### src/rtl/bp_pkg.sv
package bp_pkg;
  localparam int BP_W       = 3;
  localparam int BP_OFF     = 'h08;
  localparam int ALIAS_OFF  = 'h1c;
  localparam int PRI_MIN    = 0;
  localparam int NS_MIN     = 1;

  typedef enum logic [1:0] {
    TGT_NONE = 2'd0,
    TGT_PRI  = 2'd1,
    TGT_NS   = 2'd2
  } bp_tgt_e;
endpackage

### src/rtl/bp_route.sv
module bp_route
  import bp_pkg::*;
#(
  parameter int NUM_CPU = 8,
  parameter int IDX_W   = 4,
  parameter int OFF_W   = 12
) (
  input  logic             cfg_sec_ext_i,
  input  logic             cfg_groups_i,
  input  logic [IDX_W-1:0] cpu_idx_i,
  input  logic [OFF_W-1:0] offset_i,
  input  logic             secure_i,
  output logic             in_range_o,
  output bp_tgt_e          tgt_o
);
  logic ns_view;
  logic hit_bp;
  logic hit_alias;

  assign in_range_o = ({1'b0, cpu_idx_i} < (IDX_W+1)'(NUM_CPU));
  // banked view: only when security extensions exist and access is non-secure
  assign ns_view    = cfg_sec_ext_i & ~secure_i;
  assign hit_bp     = (offset_i == OFF_W'(BP_OFF));
  assign hit_alias  = (offset_i == OFF_W'(ALIAS_OFF));

  always_comb begin
    tgt_o = TGT_NONE;
    if (in_range_o) begin
      if (hit_bp) begin
        tgt_o = ns_view ? TGT_NS : TGT_PRI;
      end else if (hit_alias && cfg_groups_i && !ns_view) begin
        tgt_o = TGT_NS;
      end
    end
  end
endmodule

### src/rtl/bp_cell.sv
module bp_cell
  import bp_pkg::*;
#(
  parameter int MIN_VAL = 0
) (
  input  logic            clk_i,
  input  logic            rst_ni,
  input  logic            we_i,
  input  logic [BP_W-1:0] wval_i,
  output logic [BP_W-1:0] q_o
);
  localparam logic [BP_W-1:0] MinV = BP_W'(MIN_VAL);

  logic [BP_W-1:0] clamped;

  assign clamped = (wval_i < MinV) ? MinV : wval_i;

  always_ff @(posedge clk_i or negedge rst_ni) begin
    if (!rst_ni) begin
      q_o <= MinV;
    end else if (we_i) begin
      q_o <= clamped;
    end
  end
endmodule

### src/rtl/bp_bank_regs.sv
module bp_bank_regs
  import bp_pkg::*;
#(
  parameter int NUM_CPU = 8,
  parameter int IDX_W   = 4,
  parameter int OFF_W   = 12,
  parameter int DATA_W  = 32
) (
  input  logic                    clk_i,
  input  logic                    rst_ni,
  input  logic                    cfg_sec_ext_i,
  input  logic                    cfg_groups_i,
  input  logic [IDX_W-1:0]        cpu_idx_i,
  input  logic [OFF_W-1:0]        offset_i,
  input  logic                    secure_i,
  input  logic                    wr_en_i,
  input  logic [DATA_W-1:0]       wdata_i,
  output logic [DATA_W-1:0]       rdata_o,
  output logic [NUM_CPU*BP_W-1:0] bp_sec_o,
  output logic [NUM_CPU*BP_W-1:0] bp_ns_o
);
  localparam int SEL_W = (NUM_CPU > 1) ? $clog2(NUM_CPU) : 1;

  logic            in_range;
  bp_tgt_e         tgt;
  logic [BP_W-1:0] wval;
  logic [SEL_W-1:0] sel;
  logic [BP_W-1:0] sec_q [NUM_CPU];
  logic [BP_W-1:0] ns_q  [NUM_CPU];
  logic [BP_W-1:0] rd_val;

  assign wval = wdata_i[BP_W-1:0];
  assign sel  = cpu_idx_i[SEL_W-1:0];

  bp_route #(
    .NUM_CPU (NUM_CPU),
    .IDX_W   (IDX_W),
    .OFF_W   (OFF_W)
  ) u_route (
    .cfg_sec_ext_i (cfg_sec_ext_i),
    .cfg_groups_i  (cfg_groups_i),
    .cpu_idx_i     (cpu_idx_i),
    .offset_i      (offset_i),
    .secure_i      (secure_i),
    .in_range_o    (in_range),
    .tgt_o         (tgt)
  );

  for (genvar c = 0; c < NUM_CPU; c++) begin : g_cpu
    logic hit;
    assign hit = wr_en_i && (cpu_idx_i == IDX_W'(c));

    bp_cell #(.MIN_VAL(PRI_MIN)) u_pri (
      .clk_i  (clk_i),
      .rst_ni (rst_ni),
      .we_i   (hit && (tgt == TGT_PRI)),
      .wval_i (wval),
      .q_o    (sec_q[c])
    );

    bp_cell #(.MIN_VAL(NS_MIN)) u_ns (
      .clk_i  (clk_i),
      .rst_ni (rst_ni),
      .we_i   (hit && (tgt == TGT_NS)),
      .wval_i (wval),
      .q_o    (ns_q[c])
    );

    assign bp_sec_o[c*BP_W +: BP_W] = sec_q[c];
    assign bp_ns_o[c*BP_W +: BP_W]  = ns_q[c];
  end

  always_comb begin
    unique case (tgt)
      TGT_PRI: rd_val = sec_q[sel];
      TGT_NS:  rd_val = ns_q[sel];
      default: rd_val = '0;
    endcase
  end

  assign rdata_o = DATA_W'(rd_val);
endmodule

### config.mk
export PLATFORM = sky130hd
export DESIGN_NAME = bp_bank_regs
export DESIGN_NICKNAME = d
export VERILOG_FILES = /design/src/rtl/bp_pkg.sv /design/src/rtl/bp_route.sv /design/src/rtl/bp_cell.sv /design/src/rtl/bp_bank_regs.sv
export SDC_FILE = /design/constraint.sdc
export NUM_CORES = 1
export LEC_CHECK = 0
export ABC_CLOCK_PERIOD_IN_PS = 2900
export CORE_MARGIN = 2
export CORE_UTILIZATION = 40
export CTS_BUF_LIST = sky130_fd_sc_hd__clkbuf_4 sky130_fd_sc_hd__clkbuf_8 sky130_fd_sc_hd__clkbuf_16
export CTS_CLUSTER_SIZE = 12
export DETAILED_ROUTE_END_ITERATION = 8
export PLACE_DENSITY = 0.8
export SETUP_SLACK_MARGIN = 0.4
export SLEW_MARGIN = 25
export SYNTH_ARGS = -nofsm -noshare
export SYNTH_HDL_FRONTEND = slang
export SYNTH_SLANG_ARGS = --single-unit
### constraint.sdc
create_clock -name clk_i -period 2.9 [get_ports clk_i]
set_input_delay 0.29 -clock clk_i [delete_from_list [all_inputs] [get_ports clk_i]]
set_output_delay 0.29 -clock clk_i [all_outputs]
set_load 0.02 [all_outputs]
==> results of run 1 <==
[repair_timing]
| action | CTS | global route |
|---|---|---|
| hold buffers | 0 | 0 |
| endpoints found under the setup margin | 36 | 16 |
| resized for setup | 60 | 5 |
| buffers inserted | 0 | 1 |
| pin swaps | 7 | 3 |
[sequential cells by signal, indices dropped and copies added, names as in the netlist]
name	cells
g_cpu.u_ns.q_o	24
g_cpu.u_pri.q_o	24
[cells in the mapped netlist, types with 2 or more instances]
library cell	n
sky130_fd_sc_hd__and2b_1	2
sky130_fd_sc_hd__nor4_1	2
sky130_fd_sc_hd__nor2b_1	6
sky130_fd_sc_hd__buf_4	29
sky130_fd_sc_hd__buf_6	2
sky130_fd_sc_hd__and3b_1	2
sky130_fd_sc_hd__mux2i_1	6
sky130_fd_sc_hd__dfstp_2	8
sky130_fd_sc_hd__dfrtp_1	40
sky130_fd_sc_hd__buf_2	4
sky130_fd_sc_hd__clkbuf_1	2
sky130_fd_sc_hd__nand3_1	3
sky130_fd_sc_hd__mux2_2	48
sky130_fd_sc_hd__o21ai_0	2
sky130_fd_sc_hd__nand4_1	3
sky130_fd_sc_hd__nand2b_1	5
sky130_fd_sc_hd__mux4_2	9
sky130_fd_sc_hd__ha_1	2
sky130_fd_sc_hd__nor2_1	8
sky130_fd_sc_hd__a2111oi_0	2
sky130_fd_sc_hd__nand2_1	8
sky130_fd_sc_hd__o21bai_1	2
sky130_fd_sc_hd__inv_1	2
[report_power, final]
| part | total, W | internal (W) | switching (W) |
|---|---|---|---|
| sequential | 0.000669 | 0.000669 | 0.0000000739 |
| clock | 0.000416 | 0.000213 | 0.000203 |
| combinational | 0.000135 | 0.0000472 | 0.0000875 |
| total | 0.00122 | 0.000930 | 0.000290 |
[routing by layer]
metal / routed length, microns / vias up / GRT usage, %
li1: - / 860 / -
met1: 2668 / 952 / 22.80
met2: 2979 / 85 / 27.70
met3: 430 / 5 / 4.139
met4: 40 / 0 / 3.463
met5: 0 / - / 0
[kinds of logic (layout without fill, tap and decap cells)]
family / after synthesis / count (layout) / share of synthesized area [%]
AND/OR/NAND/NOR: 43 / 43 / 9.036
flip-flops: 48 / 48 / 45.55
multiplexers: 65 / 65 / 31.62
adder cells (fa/ha/maj): 2 / 2 / 0.9410
buffers and inverters: 39 / 97 / 10.35
other: 1 / 29 / 0.1410
AO/OA/AOI/OAI: 9 / 9 / 2.353
[layout make-up]
class	instances	area (sq um)
tap	77	96.34
timing repair buffer	87	833.3
multi-input combinational	148	1373
sequential	48	1211
clock buffer	8	97.59
fill	527	2768
inverter	2	7.507
[worst max-delay path by stage]
stage	end	slack (ns)
2_1_floorplan	rdata_o[2]	0.47
3_3_place_gp	rdata_o[1]	-0.55
3_5_place_dp	rdata_o[1]	-0.66
4_1_cts	rdata_o[2]	0.37
5_1_grt	rdata_o[2]	0.28
6_report	rdata_o[1]	0.40
[metrics by stage]
stage / cells / utilization, % / instance area [sq um] / TNS (ns)
finish: 370 / 56.66 / 3618 / 0
global route: 370 / 56.66 / 3618 / 0
CTS: 369 / 56.19 / 3588 / 0
detailed placement: 361 / 53.76 / 3433 / -1.713
global placement: 361 / 53.76 / 3433 / -1.341
floorplan: 235 / - / 2764 / 0
==> metrics.log, run 1 <==
[metrics] Placement Setup Slack: -0.6648 ns
[metrics] count of unique library cells instantiated by Yosys: 33
[metrics] Period minus WS final: 2.505 ns
[metrics] maximum operating frequency: 0.3992 GHz
[metrics] GRT Overall Usage: 16.82%
[metrics] reg-to-reg startpoint: g_cpu[7].u_ns.q_o[2]
[metrics] Post-Syn Instances: approximately 210
[metrics] post-DR vias/cell: 5.141
[metrics] Clock Latency Late Sink: 0.29 ns
[metrics] Power Total: 0.001220 W
[metrics] IO Pins: 134
[metrics] share of final-layout standard cells stronger than drive strength 1: 36.52%
[metrics] setup repair after global routing missed its margin: yes
[metrics] leakage power total: 1.651 nW
[metrics] die outline width: 85.53 microns
[metrics] Detailed Routing Iterations Pass 1: 4
[metrics] post-route ant nets: 0
[metrics] post-synth design cell area: 2659 sq um
[metrics] Crit path arrival time: 2.21 ns
[metrics] Die ar.: between 7000 and 8000 sq um
[metrics] Net count, final: about 350
[metrics] top library cells by usage in the layout, fill and taps aside: sky130_fd_sc_hd__clkdlybuf4s50_1 (60), sky130_fd_sc_hd__mux2_2 (48), sky130_fd_sc_hd__dfrtp_1 (40)
[metrics] maximum resistive drop on vdd: 316.1 uV
[metrics] hold_ws: -0.003646 ns
[metrics] count of flip-flops with a built-in enable after synthesis: 0
[metrics] Worst path max stage delay: ~0.53 ns
[metrics] synth-to-layout area growth: 36.09%
[metrics] grt ovf: 0
[metrics] count of buffers from port buffering: 75
[metrics] violations in the final reports: negative hold slack
[metrics] maximum net fanout on the critical path: 3
[metrics] slew margin rel.: 54.45%
[metrics] FFs w/ async S/R, synth: 100.0%
[metrics] vias in the first global route: 1847
[metrics] Tightest Pin Transition: just under 0.7 ns
[metrics] top cells by area, synth: sky130_fd_sc_hd__dfrtp_1 (38%), sky130_fd_sc_hd__mux2_2 (20%), sky130_fd_sc_hd__buf_4 (8.2%), sky130_fd_sc_hd__dfstp_2 (7.9%), sky130_fd_sc_hd__mux4_2 (7.6%)
[metrics] slowest cell on the critical path: sky130_fd_sc_hd__or4_4
[metrics] clock tree root buffer cell: sky130_fd_sc_hd__clkbuf_8
[metrics] Layout Skew: 0 ns
[metrics] part of the Yosys area used for sequential elements: 45.55%
[metrics] # H-tree levels: 2
[metrics] Antenna Diode Count: 0
[metrics] Post-Synthesis Mean Instance Area: 12.84 sq um
[metrics] Yosys warning total: 0
[metrics] number of placement rows: 29
[metrics] logic depth of the worst register-to-register path: 1
[metrics] outcome: finished, violations left
[metrics] routability congestion estimate: 0.7720
[metrics] destination of the worst register-to-register timing path: g_cpu[7].u_ns.q_o[2]
[metrics] number of buffers between clock root and the deepest sink: 2
[metrics] starting utilization of the core area: 41.63%
[metrics] post-route fraction of the period consumed by the critical path: 86.37%
[metrics] flip-flop and latch count after synthesis: 48
[metrics] start-to-end type of the worst setup path: in2out
[metrics] Critical Path Most Common Cell: sky130_fd_sc_hd__buf_6
[metrics] worst min-delay path category: in2async
[metrics] initial antenna violation count: 0
[metrics] top flip-flop cell by instance count after synthesis: sky130_fd_sc_hd__dfrtp_1
[metrics] power per unit of standard cell area: 337.2 nW/um^2
[metrics] count of cell instances traversed by the critical path: 9
[metrics] Critical path buffers and inverters: 2
[metrics] core area: 6386 sq um
[metrics] final hold vios: 9
[metrics] Wirelength per Cell: between 15 and 20 microns
[metrics] hpwl dp: 4567 microns
[metrics] remaining design rule violation count: 0
[metrics] TritonCTS clock tree: built
[metrics] count of clock tree sinks: 48
[metrics] pins over their slew limit: 0
[metrics] via count: 1902
[metrics] wire length of the first global-routing pass: between 9000 and 10000 microns
[metrics] Data required, critical path: 2.61 ns
[metrics] initial drt markers: 74
[metrics] library cell with the largest summed area after synthesis: sky130_fd_sc_hd__dfrtp_1
[metrics] clock slew at the register clock pins of the worst setup and hold paths: 0.08 ns
[metrics] launching element type of the critical path: input pin
[metrics] crit path cell chain: buf_6 -> nor4_2 -> nand4_1 -> or4_4 -> ha_4 -> nand2b_4 -> a2111oi_4 -> o21bai_4 -> buf_6
[metrics] register-to-register path setup slack: approximately 2.1 ns
[metrics] sum of routed wire length over all layers: 6119 microns
[metrics] maximum number of pins on one net before global-route repair: 49
[metrics] number of buffers inserted during clock tree synthesis: 5
[metrics] number of setup violations in the final report: 0
[metrics] family with the most delay on the worst path: simple AND/OR/NAND/NOR gates
[metrics] overall die height: 85.53 microns
[metrics] critical path startpoint: offset_i[5]
[metrics] min setup slack post-route: 0.3952 ns
[metrics] top cell type's share of synthesized area: between 30% and 40%
[metrics] CP endpoint kind: output port
[metrics] reported max-cap violation count: 0
[metrics] most common library cell in the layout ignoring fill and taps: sky130_fd_sc_hd__clkdlybuf4s50_1
No activity file was read; power rests on OpenSTA's default activity.
==> run 2, diff against run 1 <==
CTS_BUF_LIST = not set   (was sky130_fd_sc_hd__clkbuf_4 sky130_fd_sc_hd__clkbuf_8 sky130_fd_sc_hd__clkbuf_16)
SKIP_CTS_REPAIR_TIMING = 1   (was not set)
==> run 2 against run 1 <==
The flow still finishes with violations (negative hold slack); worst setup slack worse by 0.015 ns; cell count is 0.27% lower; power fell by 1.3%; combinational power is essentially flat; die area stayed put; wire length decreased by 0.62%; maximum frequency fell by 0.60%; via count up 0.53%; worst hold slack better by 0.0015 ns; non-clock buffer count shrank 1; clock power down 4%; global-route usage down 0.35 points; critical endpoint unchanged; largest cell class unchanged; largest power group unchanged.
==> metrics.log, run 2 (synthesized netlist as in run 1, its figures left out) <==
[metrics] hold_ws: -0.002101 ns (was -0.003646 ns)
[metrics] maximum number of pins on one net before global-route repair: 49 (unchanged)
[metrics] setup repair after global routing missed its margin: yes (unchanged)
[metrics] synth-to-layout area growth: 36.28% (was 36.09%)
[metrics] most common library cell in the layout ignoring fill and taps: sky130_fd_sc_hd__clkdlybuf4s50_1 (unchanged)
[metrics] power per unit of standard cell area: 332.3 nW/um^2 (was 337.2 nW/um^2)
[metrics] length of routed wiring on met1: 2649 microns (was 2668 microns)
[metrics] die outline width: 85.53 microns (unchanged)
[metrics] destination of the worst register-to-register timing path: g_cpu[6].u_pri.q_o[1] (was g_cpu[7].u_ns.q_o[2])
[metrics] Detailed Routing Iterations Pass 1: 4 (unchanged)
[metrics] Tightest Pin Transition: 0.6996 ns (was 0.6816 ns)
[metrics] clock slew at the register clock pins of the worst setup and hold paths: 0.08 ns (about the same)
[metrics] Net count, final: 347 (was 348)
[metrics] CP endpoint kind: output port (unchanged)
[metrics] met2 wire len: 2965 microns (was 2979 microns)
[metrics] Layout Skew: 0 ns (unchanged)
[metrics] start-to-end type of the worst setup path: in2out (unchanged)
[metrics] top library cells by usage in the layout, fill and taps aside: sky130_fd_sc_hd__clkdlybuf4s50_1 (60), sky130_fd_sc_hd__mux2_2 (48), sky130_fd_sc_hd__dfrtp_1 (40) (unchanged)
[metrics] share of final-layout standard cells stronger than drive strength 1: 35.62% (was 36.52%)
[metrics] Psw: 0.0002922 W (was 0.0002902 W)
[metrics] pins over their slew limit: 0 (unchanged)
[metrics] GRT Overall Usage: 16.47% (was 16.82%)
[metrics] final hold vios: 1 (was 9)
[metrics] clock network fraction of design power: 33.1% (was 34.1%)
[metrics] vias in the first global route: 1823 (was 1847)
[metrics] Worst path max stage delay: 0.56 ns (was 0.53 ns)
[metrics] post-route ant nets: 0 (unchanged)
[metrics] internal power: 0.0009118 W (was 0.0009299 W)
[metrics] remaining design rule violation count: 0 (unchanged)
[metrics] via count: 1912 (was 1902)
[metrics] Clock Latency Late Sink: 0.29 ns (about the same)
[metrics] Period minus WS final: 2.520 ns (was 2.505 ns)
[metrics] maximum resistive drop on vdd: 315.8 uV (was 316.1 uV)
[metrics] Final Util: 56.74% (was 56.66%)
[metrics] reg-to-reg startpoint: g_cpu[6].u_pri.q_o[1] (was g_cpu[7].u_ns.q_o[2])
[metrics] number of buffers inserted during clock tree synthesis: 5 (unchanged)
[metrics] count of buffers from port buffering: 75 (unchanged)
[metrics] count of placed standard cells in the final layout, fillers left out: 369 (was 370)
[metrics] crit path cell chain: buf_6 -> nor4_4 -> nand4_1 -> or4_4 -> ha_4 -> nand2b_4 -> a2111oi_4 -> o21bai_4 -> buf_6 (was buf_6 -> nor4_2 -> nand4_1 -> or4_4 -> ha_4 -> nand2b_4 -> a2111oi_4 -> o21bai_4 -> buf_6)
[metrics] Die ar.: 7315 sq um (unchanged)
[metrics] violations in the final reports: negative hold slack (unchanged)
[metrics] Critical Path Most Common Cell: sky130_fd_sc_hd__buf_6 (unchanged)
[metrics] Placement Setup Slack: -0.6648 ns (unchanged)
[metrics] core area: 6386 sq um (unchanged)
[metrics] wire length of the first global-routing pass: 9508 microns (was 9735 microns)
[metrics] detailed-routed wire length on met3: 425 microns (was 430 microns)
[metrics] leakage power total: 1.680 nW (was 1.651 nW)
[metrics] Antenna Diode Count: 0 (unchanged)
[metrics] count of clock tree sinks: 48 (unchanged)
[metrics] highest metal layer used by the detailed router: met4 (unchanged)
[metrics] IO Pins: 134 (unchanged)
[metrics] number of buffers between clock root and the deepest sink: 2 (unchanged)
[metrics] # H-tree levels: 2 (unchanged)
[metrics] post-DR vias/cell: 5.182 (was 5.141)
[metrics] grt ovf: 0 (unchanged)
[metrics] worst min-delay path category: in2async (unchanged)
[metrics] post-route fraction of the period consumed by the critical path: 86.90% (was 86.37%)
[metrics] relative contribution of combinational cells to total power: 11.3% (was 11.0%)
[metrics] Power Total: 0.001204 W (was 0.001220 W)
[metrics] Net Sw Frac: 24.27% (was 23.79%)
[metrics] Placement Cell Area: 3433 sq um (unchanged)
[metrics] final design area excluding fillers: 3623 sq um (was 3618 sq um)
[metrics] starting utilization of the core area: 41.63% (unchanged)
[metrics] maximum net fanout on the critical path: 3 (unchanged)
[metrics] sum of routed wire length over all layers: 6081 microns (was 6119 microns)
[metrics] Crit path arrival time: 2.23 ns (was 2.21 ns)
[metrics] slowest cell on the critical path: sky130_fd_sc_hd__or4_4 (unchanged)
[metrics] Wirelength per Cell: 16.48 microns (was 16.54 microns)
[metrics] initial antenna violation count: 0 (unchanged)
[metrics] overall die height: 85.53 microns (unchanged)
[metrics] hpwl dp: 4567 microns (unchanged)
[metrics] proportion of power drawn by flip-flops and latches: 55.6% (was 54.9%)
[metrics] slew margin rel.: 53.24% (was 54.45%)
[metrics] TritonCTS clock tree: built (unchanged)
[metrics] clock tree root buffer cell: sky130_fd_sc_hd__clkbuf_8 (unchanged)
[metrics] number of setup violations in the final report: 0 (unchanged)
[metrics] logic depth of the worst register-to-register path: 1 (unchanged)
[metrics] outcome: finished, violations left (unchanged)
[metrics] register-to-register path setup slack: 2.10 ns (about the same)
[metrics] min setup slack post-route: 0.3799 ns (was 0.3952 ns)
[metrics] Placed Cells: 361 (unchanged)
[metrics] launching element type of the critical path: input pin (unchanged)
[metrics] Data required, critical path: 2.61 ns (about the same)
[metrics] reported max-cap violation count: 0 (unchanged)
[metrics] routability congestion estimate: 0.7720 (unchanged)
[metrics] initial drt markers: 114 (was 74)
[metrics] number of placement rows: 29 (unchanged)
[metrics] largest registers: g_cpu.u_ns.q_o x24, g_cpu.u_pri.q_o x24 (unchanged)
[metrics] maximum operating frequency: 0.3968 GHz (was 0.3992 GHz)
-- run 2: changes by cell type in the layout (fill, tap and decap cells not counted), sizes merged --
| cell | previous run | this run |
|---|---|---|
| buf | 22 | 17 |
| clkbuf | 8 | 12 |
| clkdlybuf4s15 | 2 | 0 |
| dlygate4sd2 | 3 | 0 |
| dlymetal6s2s | 0 | 5 |
-- run 2: cell type report --
class                           count  area [sq um]
Clock buffer                        8         90.09
Tap cell                           77         96.34
Fill cell                         526          2763
Multi-Input combinational cell    148          1384
Sequential cell                    48          1211
Timing Repair Buffer               86         834.6
Inverter                            2         7.507
-- run 2: critical path: cells and delay by family --
kind	cells	cell delay, ns
AOI/OAI and AO/OA	2	0.37
adders and majority gates	1	0.23
buffers and inverters	2	0.22
and+or+nand+nor	4	1.12
-- run 2: how the worst max path moves through the flow --
stage / startpoint / endpoint / slack, ns / depth (start not counted)
2_1_floorplan: offset_i[5] / rdata_o[2] / 0.47 / 6
3_3_place_gp: offset_i[5] / rdata_o[1] / -0.55 / 9
3_5_place_dp: offset_i[7] / rdata_o[1] / -0.66 / 9
4_1_cts: offset_i[7] / rdata_o[1] / -0.67 / 9
5_1_grt: offset_i[8] / rdata_o[2] / 0.25 / 10
6_report: offset_i[8] / rdata_o[1] / 0.38 / 9
-- run 2: metal layers --
layer  vias up  GRT usage (%)
met3         5          4.042
met5         -              0
li1        858              -
met4         0          3.463
met1       965          22.49
met2        84          26.92
-- run 2: power groups by stage --
stage	Sequential, W	Combinational (W)	Clock (W)
after global routing	0.000670	0.000148	0.000437
after global placement	0.000682	0.000131	0
after floorplan	0.000683	0.0000995	0
final	0.000669	0.000137	0.000398
after detailed placement	0.000682	0.000133	0
after CTS	0.000669	0.000133	0.000413
-- run 2: through the flow --
step	TNS, ns	hold slack, ns
final	0	-0.002101
after global routing	0	0.03054
after CTS	-1.571	0.2052
after detailed placement	-1.713	0.5219
after global placement	-1.341	0.5117
after floorplan	0	-0.005591
==> run 3, diff against run 2 <==
ABC_CLOCK_PERIOD_IN_PS = 2300   (was 2900)
CORE_UTILIZATION = 36   (was 40)
PLACE_DENSITY = 0.76   (was 0.8)
clock period = 2.3 ns   (was 2.9 ns; I/O delays follow)
==> run 3 against run 2 <==
The flow finishes with violations (negative setup slack); register-to-register slack got worse by 0.62 ns; wire length rose by 13%; via count rose by 3.3%; clock power rose by 66%; largest power group unchanged; critical path type unchanged; highest routed layer unchanged; critical path depth did not move; sequential share of layout area fell by 3.7 points; die area rose by 11%.
==> metrics.log, run 3 (synthesized netlist as in run 1, its figures left out) <==
[metrics] Period minus WS final: 2.409 ns
[metrics] Net Sw Frac: 23.61% (was 24.27%)
[metrics] initial drt markers: 76 (was 114)
[metrics] vias in the first global route: 1979 (was 1823)
[metrics] number of placement rows: 31 (was 29)
[metrics] Die ar.: 8089 sq um (was 7315 sq um)
[metrics] routability congestion estimate: 0.7974 (was 0.7720)
[metrics] Placement Cell Area: 3724 sq um (was 3433 sq um)
[metrics] Crit path arrival time: 2.18 ns (was 2.23 ns)
[metrics] clock slew at the register clock pins of the worst setup and hold paths: 0.09 ns (was 0.08 ns)
[metrics] destination of the worst register-to-register timing path: g_cpu[5].u_pri.q_o[1] (was g_cpu[6].u_pri.q_o[1])
[metrics] IO Pins: 134 (unchanged)
[metrics] Worst path max stage delay: 0.57 ns (was 0.56 ns)
[metrics] setup repair after global routing missed its margin: yes (unchanged)
[metrics] overall die height: 89.94 microns (was 85.53 microns)
[metrics] via count: 1976 (was 1912)
[metrics] most common library cell in the layout ignoring fill and taps: sky130_fd_sc_hd__clkdlybuf4s50_1 (unchanged)
[metrics] Data required, critical path: 2.07 ns (was 2.61 ns)
[metrics] clock network fraction of design power: 38.7% (was 33.1%)
[metrics] Layout Skew: 0 ns (unchanged)
[metrics] proportion of power drawn by flip-flops and latches: 49.5% (was 55.6%)
[metrics] Clock Latency Late Sink: 0.29 ns (about the same)
[metrics] number of setup violations in the final report: 3 (was 0)
[metrics] outcome: finished, violations left (unchanged)
[metrics] TritonCTS clock tree: built (unchanged)
[metrics] internal power: 0.001303 W (was 0.0009118 W)
[metrics] reg-to-reg startpoint: g_cpu[5].u_pri.q_o[1] (was g_cpu[6].u_pri.q_o[1])
[metrics] pins over their slew limit: 0 (unchanged)
[metrics] slew margin rel.: 56.33% (was 53.24%)
[metrics] Antenna Diode Count: 0 (unchanged)
[metrics] met2 usage in global routing: 28.09% (was 26.92%)
[metrics] die outline width: 89.94 microns (was 85.53 microns)
[metrics] number of buffers between clock root and the deepest sink: 2 (unchanged)
[metrics] initial antenna violation count: 0 (unchanged)
[metrics] maximum number of pins on one net before global-route repair: 49 (unchanged)
[metrics] violations in the final reports: negative setup slack (was negative hold slack)
[metrics] Fill cells: 574 (was 526)
[metrics] largest registers: g_cpu.u_ns.q_o x24, g_cpu.u_pri.q_o x24 (unchanged)
[metrics] post-route fraction of the period consumed by the critical path: 104.7%
[metrics] global-route track usage on met3: 4.610% (was 4.042%)
[metrics] Placement Setup Slack: -1.052 ns (was -0.6648 ns)
[metrics] grt ovf: 0 (unchanged)
[metrics] Psw: 0.0004029 W (was 0.0002922 W)
[metrics] slowest cell on the critical path: sky130_fd_sc_hd__or4_4 (unchanged)
[metrics] starting utilization of the core area: 36.85% (was 41.63%)
[metrics] met1 capacity usage during global routing: 20.79% (was 22.49%)
[metrics] number of buffers inserted during clock tree synthesis: 5 (unchanged)
[metrics] leakage power total: 1.930 nW (was 1.680 nW)
[metrics] CP endpoint kind: output port (unchanged)
[metrics] Wirelength per Cell: 16.86 microns (was 16.48 microns)
[metrics] worst min-delay path category: in2async (unchanged)
[metrics] final hold vios: 0 (was 1)
[metrics] post-route ant nets: 0 (unchanged)
[metrics] hpwl dp: 5126 microns (was 4567 microns)
[metrics] clock tree root buffer cell: sky130_fd_sc_hd__clkbuf_8 (unchanged)
[metrics] reported max-cap violation count: 0 (unchanged)
[metrics] maximum operating frequency: 0.4151 GHz
[metrics] top library cells by usage in the layout, fill and taps aside: sky130_fd_sc_hd__clkdlybuf4s50_1 (58), sky130_fd_sc_hd__dfrtp_1 (40), sky130_fd_sc_hd__mux2_4 (30) (was sky130_fd_sc_hd__clkdlybuf4s50_1 (60), sky130_fd_sc_hd__mux2_2 (48), sky130_fd_sc_hd__dfrtp_1 (40))
[metrics] launching element type of the critical path: input pin (unchanged)
[metrics] Tightest Pin Transition: 0.6537 ns (was 0.6996 ns)
[metrics] logic depth of the worst register-to-register path: 1 (unchanged)
[metrics] final design area excluding fillers: 4071 sq um (was 3623 sq um)
[metrics] count of clock tree sinks: 48 (unchanged)
[metrics] share of final-layout standard cells stronger than drive strength 1: 45.78% (was 35.62%)
[metrics] synth-to-layout area growth: 53.13% (was 36.28%)
[metrics] crit path cell chain: buf_8 -> nor4_4 -> nand4_1 -> or4_4 -> ha_4 -> nand2b_4 -> a2111oi_4 -> o21bai_2 -> buf_6 (was buf_6 -> nor4_4 -> nand4_1 -> or4_4 -> ha_4 -> nand2b_4 -> a2111oi_4 -> o21bai_4 -> buf_6)
[metrics] relative contribution of combinational cells to total power: 11.8% (was 11.3%)
[metrics] sum of routed wire length over all layers: 6863 microns (was 6081 microns)
[metrics] Detailed Routing Iterations Pass 1: 4 (unchanged)
[metrics] count of buffers from port buffering: 75 (unchanged)
[metrics] core area: 7214 sq um (was 6386 sq um)
[metrics] start-to-end type of the worst setup path: in2out (unchanged)
[metrics] layer with the highest usage after global routing: met2 (unchanged)
[metrics] # H-tree levels: 2 (unchanged)
[metrics] remaining design rule violation count: 0 (unchanged)
[metrics] maximum net fanout on the critical path: 3 (unchanged)
[metrics] power per unit of standard cell area: 419.0 nW/um^2 (was 332.3 nW/um^2)
[metrics] register-to-register path setup slack: 1.48 ns (was 2.10 ns)
[metrics] min setup slack post-route: -0.1088 ns (was 0.3799 ns)
[metrics] post-DR vias/cell: 4.855 (was 5.182)
[metrics] GRT Overall Usage: 16.37% (was 16.47%)
[metrics] Net count, final: 363 (was 347)
[metrics] wire length of the first global-routing pass: 10540 microns (was 9508 microns)
[metrics] maximum resistive drop on vdd: 367.7 uV (was 315.8 uV)
-- run 3: cell count changes in the layout (fill, tap and decap cells not counted), sizes merged --
cell,previous run,this run
dlymetal6s2s,5,9
clkbuf,12,10
bufinv,0,1
clkdlybuf4s50,60,58
buf,17,32
-- run 3: critical path, delay by kind of cell --
family | cells | cell delay [ns]
adders and majority gates | 1 | 0.23
buffers and inverters | 2 | 0.24
and+or+nand+nor | 4 | 1.13
AOI/OAI and AO/OA | 2 | 0.35
-- run 3: final cells by class --
| class | instances | area, sq um | share of cell area, % |
|---|---|---|---|
| Sequential cell | 48 | 1211 | 29.75 |
| Timing Repair Buffer | 102 | 988.4 | 24.28 |
| Clock buffer | 7 | 96.34 | 2.366 |
| Tap cell | 99 | 123.9 | 3.042 |
| Multi-Input combinational cell | 148 | 1614 | 39.64 |
| Inverter | 2 | 7.507 | 0.1844 |
| Clock inverter | 1 | 30.03 | 0.7376 |
-- run 3: stage by stage --
step / std cells / utilization [%] / hold slack [ns] / TNS (ns) / power, W
after floorplan: 235 / - / -0.06559 / 0 / 0.0009919
after global placement: 394 / 51.61 / 0.3526 / -19.03 / 0.001052
after detailed placement: 394 / 51.61 / 0.3614 / -22.28 / 0.001054
after CTS: 402 / 53.36 / 0.04057 / -8.644 / 0.001706
after global routing: 407 / 56.43 / 0.07781 / -0.5245 / 0.001760
final: 407 / 56.43 / 0.01640 / -0.2233 / 0.001706
-- run 3: worst max-delay path by stage --
stage | startpoint | endpoint | slack [ns] | depth (start not counted)
after floorplan | offset_i[9] | rdata_o[1] | 0.10 | 7
after global placement | offset_i[5] | rdata_o[1] | -1.00 | 9
after detailed placement | offset_i[5] | rdata_o[1] | -1.05 | 9
after CTS | offset_i[5] | rdata_o[1] | -1.08 | 9
after global routing | offset_i[5] | rdata_o[1] | -0.19 | 9
final | offset_i[5] | rdata_o[1] | -0.11 | 9
-- run 3: power by group through the flow --
| stage | Sequential, W | Combinational (W) | Clock, W |
|---|---|---|---|
| finish | 0.000844 | 0.000202 | 0.000660 |
| global route | 0.000844 | 0.000216 | 0.000700 |
| CTS | 0.000844 | 0.000195 | 0.000667 |
| detailed placement | 0.000860 | 0.000194 | 0 |
| global placement | 0.000860 | 0.000191 | 0 |
| floorplan | 0.000861 | 0.000131 | 0 |
-- run 3: per-layer routing --
layer,vias up,routed length (microns)
li1,887,-
met1,1008,2861
met2,76,3555
met3,5,392
met4,0,53
met5,-,0
